**config.mk**
```make
export PLATFORM = sky130hd
export DESIGN_NAME = updn_counter
export DESIGN_NICKNAME = d
export VERILOG_FILES = /design/src/rtl/updn_pkg.sv /design/src/rtl/updn_strobe_sync.sv /design/src/rtl/updn_count_core.sv /design/src/rtl/updn_term_gen.sv /design/src/rtl/updn_counter.sv
export SDC_FILE = /design/constraint.sdc
export NUM_CORES = 1
export LEC_CHECK = 0
export ABC_CLOCK_PERIOD_IN_PS = 3730
export BUFFER_PORTS_ARGS = -buffer_cell sky130_fd_sc_hd__buf_2
export CORE_MARGIN = 3
export CORE_UTILIZATION = 45
export CTS_CLUSTER_DIAMETER = 80
export CTS_CLUSTER_SIZE = 28
export DETAILED_ROUTE_END_ITERATION = 6
export PLACE_DENSITY = 0.81
export SETUP_SLACK_MARGIN = 0.3
export SYNTH_ARGS = -nofsm -noshare
export SYNTH_HDL_FRONTEND = slang
export SYNTH_SLANG_ARGS = --single-unit
```
**constraint.sdc**
```tcl
create_clock -name clk -period 3.73 [get_ports clk]
set_input_delay 0.5595 -clock clk [delete_from_list [all_inputs] [get_ports clk]]
set_output_delay 0.5595 -clock clk [all_outputs]
set_load 0.01 [all_outputs]
```
**src/rtl/updn_pkg.sv**
```systemverilog
package updn_pkg;

    localparam int CNT_W = 4;

    typedef logic [CNT_W-1:0] count_t;

    typedef enum logic [1:0] {
        MOVE_HOLD = 2'd0,
        MOVE_UP   = 2'd1,
        MOVE_DN   = 2'd2
    } move_e;

    function automatic count_t top_of(input logic dec);
        return dec ? count_t'(9) : count_t'((1 << CNT_W) - 1);
    endfunction

    function automatic count_t step_up(input count_t v, input logic dec);
        if (!dec) return v + count_t'(1);
        case (v)
            count_t'(9):  return count_t'(0);
            count_t'(11): return count_t'(6);
            count_t'(13): return count_t'(4);
            count_t'(15): return count_t'(2);
            default:      return v + count_t'(1);
        endcase
    endfunction

    function automatic count_t step_dn(input count_t v, input logic dec);
        if (dec && v == count_t'(0)) return count_t'(9);
        return v - count_t'(1);
    endfunction

endpackage

```
**src/rtl/updn_strobe_sync.sv**
```systemverilog
module updn_strobe_sync #(
    parameter int STAGES = 2
) (
    input  logic clk,
    input  logic rst,
    input  logic stb,
    output logic lvl,
    output logic rise
);
    logic [STAGES-1:0] chain;
    logic              prev;

    generate
        if (STAGES == 1) begin : g_one
            always_ff @(posedge clk) begin
                if (rst) chain <= '1;
                else     chain <= stb;
            end
        end else begin : g_many
            always_ff @(posedge clk) begin
                if (rst) chain <= '1;
                else     chain <= {chain[STAGES-2:0], stb};
            end
        end
    endgenerate

    always_ff @(posedge clk) begin
        if (rst) prev <= 1'b1;
        else     prev <= chain[STAGES-1];
    end

    assign lvl  = chain[STAGES-1];
    assign rise = lvl & ~prev;


    rise_single_chk: assert property (@(posedge clk) disable iff (rst)
        rise |=> !rise);
endmodule

```
**src/rtl/updn_count_core.sv**
```systemverilog
module updn_count_core
    import updn_pkg::*;
#(
    parameter bit DECADE = 1'b1
) (
    input  logic   clk,
    input  logic   rst,
    input  logic   clr,
    input  logic   load_n,
    input  count_t preset,
    input  move_e  move,
    output count_t cnt
);
    count_t cnt_q;
    count_t cnt_d;

    always_comb begin
        cnt_d = cnt_q;
        if (clr) begin
            cnt_d = '0;
        end else if (!load_n) begin
            cnt_d = preset;
        end else begin
            case (move)
                MOVE_UP: cnt_d = step_up(cnt_q, DECADE);
                MOVE_DN: cnt_d = step_dn(cnt_q, DECADE);
                default: cnt_d = cnt_q;
            endcase
        end
    end

    always_ff @(posedge clk) begin
        if (rst) cnt_q <= '0;
        else     cnt_q <= cnt_d;
    end

    assign cnt = cnt_q;


    clear_wins_chk: assert property (@(posedge clk) disable iff (rst)
        clr |=> cnt_q == '0);


    load_takes_chk: assert property (@(posedge clk) disable iff (rst)
        (!clr && !load_n) |=> cnt_q == $past(preset));


    hold_still_chk: assert property (@(posedge clk) disable iff (rst)
        (!clr && load_n && move == MOVE_HOLD) |=> $stable(cnt_q));

    generate
        if (DECADE) begin : g_dec_chk

            legal_stays_chk: assert property (@(posedge clk) disable iff (rst)
                (!clr && load_n && cnt_q <= count_t'(9)) |=> cnt_q <= count_t'(9));
        end
    endgenerate
endmodule

```
**src/rtl/updn_term_gen.sv**
```systemverilog
module updn_term_gen
    import updn_pkg::*;
#(
    parameter bit DECADE = 1'b1
) (
    input  count_t cnt,
    input  logic   up_lvl,
    input  logic   dn_lvl,
    output logic   carry_n,
    output logic   borrow_n
);
    localparam count_t TOP = top_of(DECADE);

    always_comb begin
        carry_n  = !((cnt == TOP) && !up_lvl);
        borrow_n = !((cnt == '0)  && !dn_lvl);
    end
endmodule

```
**src/rtl/updn_counter.sv**
```systemverilog
module updn_counter
    import updn_pkg::*;
#(
    parameter bit DECADE      = 1'b1,
    parameter int SYNC_STAGES = 2
) (
    input  logic             clk,
    input  logic             rst,
    input  logic             clr,
    input  logic             load_n,
    input  logic [CNT_W-1:0] preset,
    input  logic             up_stb,
    input  logic             dn_stb,
    output logic [CNT_W-1:0] cnt,
    output logic             carry_n,
    output logic             borrow_n
);
    localparam count_t TOP = top_of(DECADE);

    logic  up_lvl, up_rise, dn_lvl, dn_rise;
    move_e move;

    updn_strobe_sync #(.STAGES(SYNC_STAGES)) u_up_sync (
        .clk(clk), .rst(rst), .stb(up_stb), .lvl(up_lvl), .rise(up_rise)
    );

    updn_strobe_sync #(.STAGES(SYNC_STAGES)) u_dn_sync (
        .clk(clk), .rst(rst), .stb(dn_stb), .lvl(dn_lvl), .rise(dn_rise)
    );

    always_comb begin
        move = MOVE_HOLD;
        if (up_rise && dn_lvl && !dn_rise)      move = MOVE_UP;
        else if (dn_rise && up_lvl && !up_rise) move = MOVE_DN;
    end

    updn_count_core #(.DECADE(DECADE)) u_core (
        .clk(clk), .rst(rst), .clr(clr), .load_n(load_n),
        .preset(preset), .move(move), .cnt(cnt)
    );

    updn_term_gen #(.DECADE(DECADE)) u_term (
        .cnt(cnt), .up_lvl(up_lvl), .dn_lvl(dn_lvl),
        .carry_n(carry_n), .borrow_n(borrow_n)
    );


    dual_rise_chk: assert property (@(posedge clk) disable iff (rst)
        (up_rise && dn_rise && load_n && !clr) |=> $stable(cnt));


    carry_at_top_chk: assert property (@(posedge clk) disable iff (rst)
        !carry_n |-> cnt == TOP);


    borrow_at_zero_chk: assert property (@(posedge clk) disable iff (rst)
        !borrow_n |-> cnt == '0);


    up_step_chk: assert property (@(posedge clk) disable iff (rst)
        (up_rise && dn_lvl && !dn_rise && load_n && !clr)
            |=> cnt == step_up($past(cnt), DECADE));
endmodule

```
==> flow_summary.json <==
{
  "die_y_um": 43.5,
  "avgSynthCellArea_sq_um": 9.04,
  "numCtsBuffers": 3,
  "initial_utilization_pct": 52.1,
  "hold_path.class": "flip-flop to flip-flop",
  "antenna_found_initial": 0,
  "drive_gt1_share_pct": 34.5,
  "max_freq_mhz": 471,
  "critPathArrivalTime_ns": 1.56,
  "overflow": 0,
  "area_growth_pct": 13.4,
  "synth_top_area_share_pct": 31.6,
  "final_nets": 99,
  "status": "complete, no violations",
  "place.gp.congestion": 0.779,
  "wl_um": 1430,
  "crit_path_end_kind": "output pin",
  "yosys_register_bits": 10,
  "cts_setup_buffers": 0,
  "num_vias": 584,
  "finalCritPeriodShare_pct": 56.9,
  "fin_crit_ns": 2.12,
  "cts.repair.resized": 0,
  "clkPwrFrac_pct": 32.6,
  "rsz0062_at_grt": "false",
  "cp-start-kind": "flip-flop",
  "fp.dieW_um": 43.5,
  "ant_nets": 0,
  "io_buffer_count": 15,
  "wl_per_cell_um": 14.6,
  "p_int_w": 0.000167,
  "synthTopCellsByArea": "dfxtp_1 32%, or2_2 6.9%, mux2i_1 6.3%",
  "cpMaxStageDelayCell": "dfxtp_1",
  "ys.flop_type": "dfxtp_1",
  "reg2regPathDepth": 6,
  "syn_inst": 70,
  "synth_edf_count": 0,
  "setup_viol": 0,
  "first_iter_violations": 6,
  "power.total_w": 0.000230,
  "track_usage_pct": 16.6,
  "hold_depth": 1,
  "p_sw_w": 0.0000623,
  "ys_warn_count": 0,
  "maxCapViolCount": 0,
  "combPwrFrac_pct": 16.0,
  "cp_num_buf_inv": 2,
  "grt_first_pass_wirelength_um": 2390,
  "ys_types": 32,
  "r2r_start": "u_core.cnt[0]$_SDFFE_PP0P_",
  "skew_ns": 0.00691,
  "fin_tns_setup_ns": 0,
  "ctsHoldBuffers": 0,
  "antennaDiodeCount": 0,
  "grt_max_degree": 11,
  "fillers": 125,
  "yosys.area.top_type": "dfxtp_1",
  "dieArea_sq_um": 1890,
  "clk_path_buf_depth": 2,
  "seq_area_frac_synth_pct": 31.6,
  "multi_input_area_sq_um": 384,
  "htreeDepth": 1,
  "worst-path-stages": 5,
  "hpwlAfterDp_um": 1050,
  "critPathTopFamily": "simple AND/OR/NAND/NOR gates",
  "rows": 12,
  "clk_latency_ns": 0.27,
  "cts_sinks": 10,
  "power.leakage_nw": 0.343,
  "cts.reportedPaths.clkPinSlew_ns": 0.07,
  "r2r_end": "u_core.cnt[1]$_SDFFE_PP0P_",
  "coreArea_sq_um": 1220,
  "worstMarginPinSlew_ns": 0.351,
  "seq_area_sq_um": 200,
  "synthArstFlopShare_pct": 0,
  "swShare_pct": 27.2,
  "r2r_setup_slack_ns": 2.05,
  "hold_viol_final": 0,
  "cts_tree": "built",
  "synth_area_sq_um": 633,
  "crit_fanout": 10,
  "relSlewSlack_pct": 76.5,
  "crit_end": "borrow_n",
  "slowest_delay_ns": 0.40,
  "post-route-drc-count": 0,
  "viasPerCell": 5.96,
  "syn-num-nets": 83,
  "cp.required_ns": 3.17,
  "detail_route.first_pass.iterations": 5,
  "io_pins": 16,
  "power_frac_seq_pct": 51.3,
  "path_class": "flip-flop to output pin",
  "cts_root_buffer": "clkbuf_4",
  "grt_pass1_vias": 545,
  "crit_chain": "inv_1, ha_1, nand2b_1, or3_1, buf_2",
  "ir_drop_uv": 165,
  "slew_viol_final": 0,
  "startpoint": "u_core.cnt[0]$_SDFFE_PP0P_",
  "power_density_nw_per_um2": 320
}
-- through the flow --
| step | cells | setup slack (ns) | cell area (sq um) | hold WS [ns] | util, % |
|---|---|---|---|---|---|
| 6_report | 98 | 1.61 | 718 | 0.409 | 59.1 |
| 5_1_grt | 98 | 1.47 | 718 | 0.417 | 59.1 |
| 4_1_cts | 98 | 1.61 | 718 | 0.408 | 59.1 |
| 3_5_place_dp | 95 | 1.91 | 696 | 0.394 | 57.2 |
| 3_3_place_gp | 95 | 1.97 | 696 | 0.391 | 57.2 |
| 2_1_floorplan | 70 | 2.07 | 633 | 0.389 | - |
-- cells by family after synthesis --
group	Yosys count	synth area share, %
XOR/XNOR	1	1.38
flip-flops	10	31.6
buffers and inverters	9	7.71
AO/OA/AOI/OAI	17	19.0
multiplexers	6	10.5
adder cells (fa/ha/maj)	3	5.93
AND/OR/NAND/NOR	24	23.9
-- how the worst min path moves through the flow --
stage / startpoint / end / slack (ns)
after floorplan: u_dn_sync.chain[0]$_SDFF_PP1_ / u_dn_sync.chain[1]$_SDFF_PP1_ / 0.39
after global placement: u_dn_sync.chain[0]$_SDFF_PP1_ / u_dn_sync.chain[1]$_SDFF_PP1_ / 0.39
after detailed placement: u_up_sync.chain[0]$_SDFF_PP1_ / u_up_sync.chain[1]$_SDFF_PP1_ / 0.39
after CTS: u_up_sync.chain[0]$_SDFF_PP1_ / u_up_sync.chain[1]$_SDFF_PP1_ / 0.41
after global routing: u_up_sync.chain[0]$_SDFF_PP1_ / u_up_sync.chain[1]$_SDFF_PP1_ / 0.42
final: u_up_sync.chain[0]$_SDFF_PP1_ / u_up_sync.chain[1]$_SDFF_PP1_ / 0.41
-- sequential cells by signal, summed over array words and instances, names as in the netlist --
signal and flops:
u_core.cnt 4, u_dn_sync.chain 2, u_up_sync.chain 2, u_dn_sync.prev 1, u_up_sync.prev 1
-- power groups by stage --
stage / Clock (W) / Combinational (W) / Sequential [W]
2_1_floorplan: 0 / 0.0000276 / 0.000118
5_1_grt: 0.0000796 / 0.0000408 / 0.000119
3_5_place_dp: 0 / 0.0000363 / 0.000120
6_report: 0.0000749 / 0.0000368 / 0.000118
3_3_place_gp: 0 / 0.0000351 / 0.000120
4_1_cts: 0.0000744 / 0.0000366 / 0.000118
-- area by class of cell --
| type | instances | area share [%] |
|---|---|---|
| clock buffer | 3 | 3.14 |
| inverter | 5 | 2.61 |
| multi-input combinational | 51 | 53.5 |
| sequential | 10 | 27.9 |
| tap | 14 | 2.44 |
| timing repair buffer | 15 | 10.5 |
-- routing by layer --
layer / vias up / share of wire (%) / track usage [%]
li1: 278 / - / -
met1: 265 / 41 / 19.1
met2: 35 / 47 / 27.7
met3: 6 / 9.1 / 6.64
met4: 0 / 2.4 / 6.02
met5: - / 0 / 0
-- cells in the mapped netlist, types with 2 or more instances --
| master | count |
|---|---|
| nand2_1 | 4 |
| nor2_1 | 2 |
| and3_1 | 2 |
| nand2b_1 | 2 |
| o21ai_0 | 3 |
| or2_2 | 7 |
| dfxtp_1 | 10 |
| a31oi_1 | 2 |
| inv_1 | 5 |
| nand3_1 | 3 |
| a21oi_1 | 3 |
| buf_4 | 2 |
| mux2i_1 | 4 |
| ha_1 | 3 |
-- layout by cell type, fill, tap and decap left out, drive strengths merged, types with 2 or more instances in the layout --
cell type / instances
a21oi: 3
mux2i: 4
clkbuf: 3
ha: 3
o21ai: 3
nor2: 2
a31oi: 2
buf: 15
nand2: 4
nand2b: 2
mux2: 2
and3: 2
o22ai: 2
or2: 7
nand3: 3
dfxtp: 10
inv: 5
No activity file was read; power rests on OpenSTA's default activity.
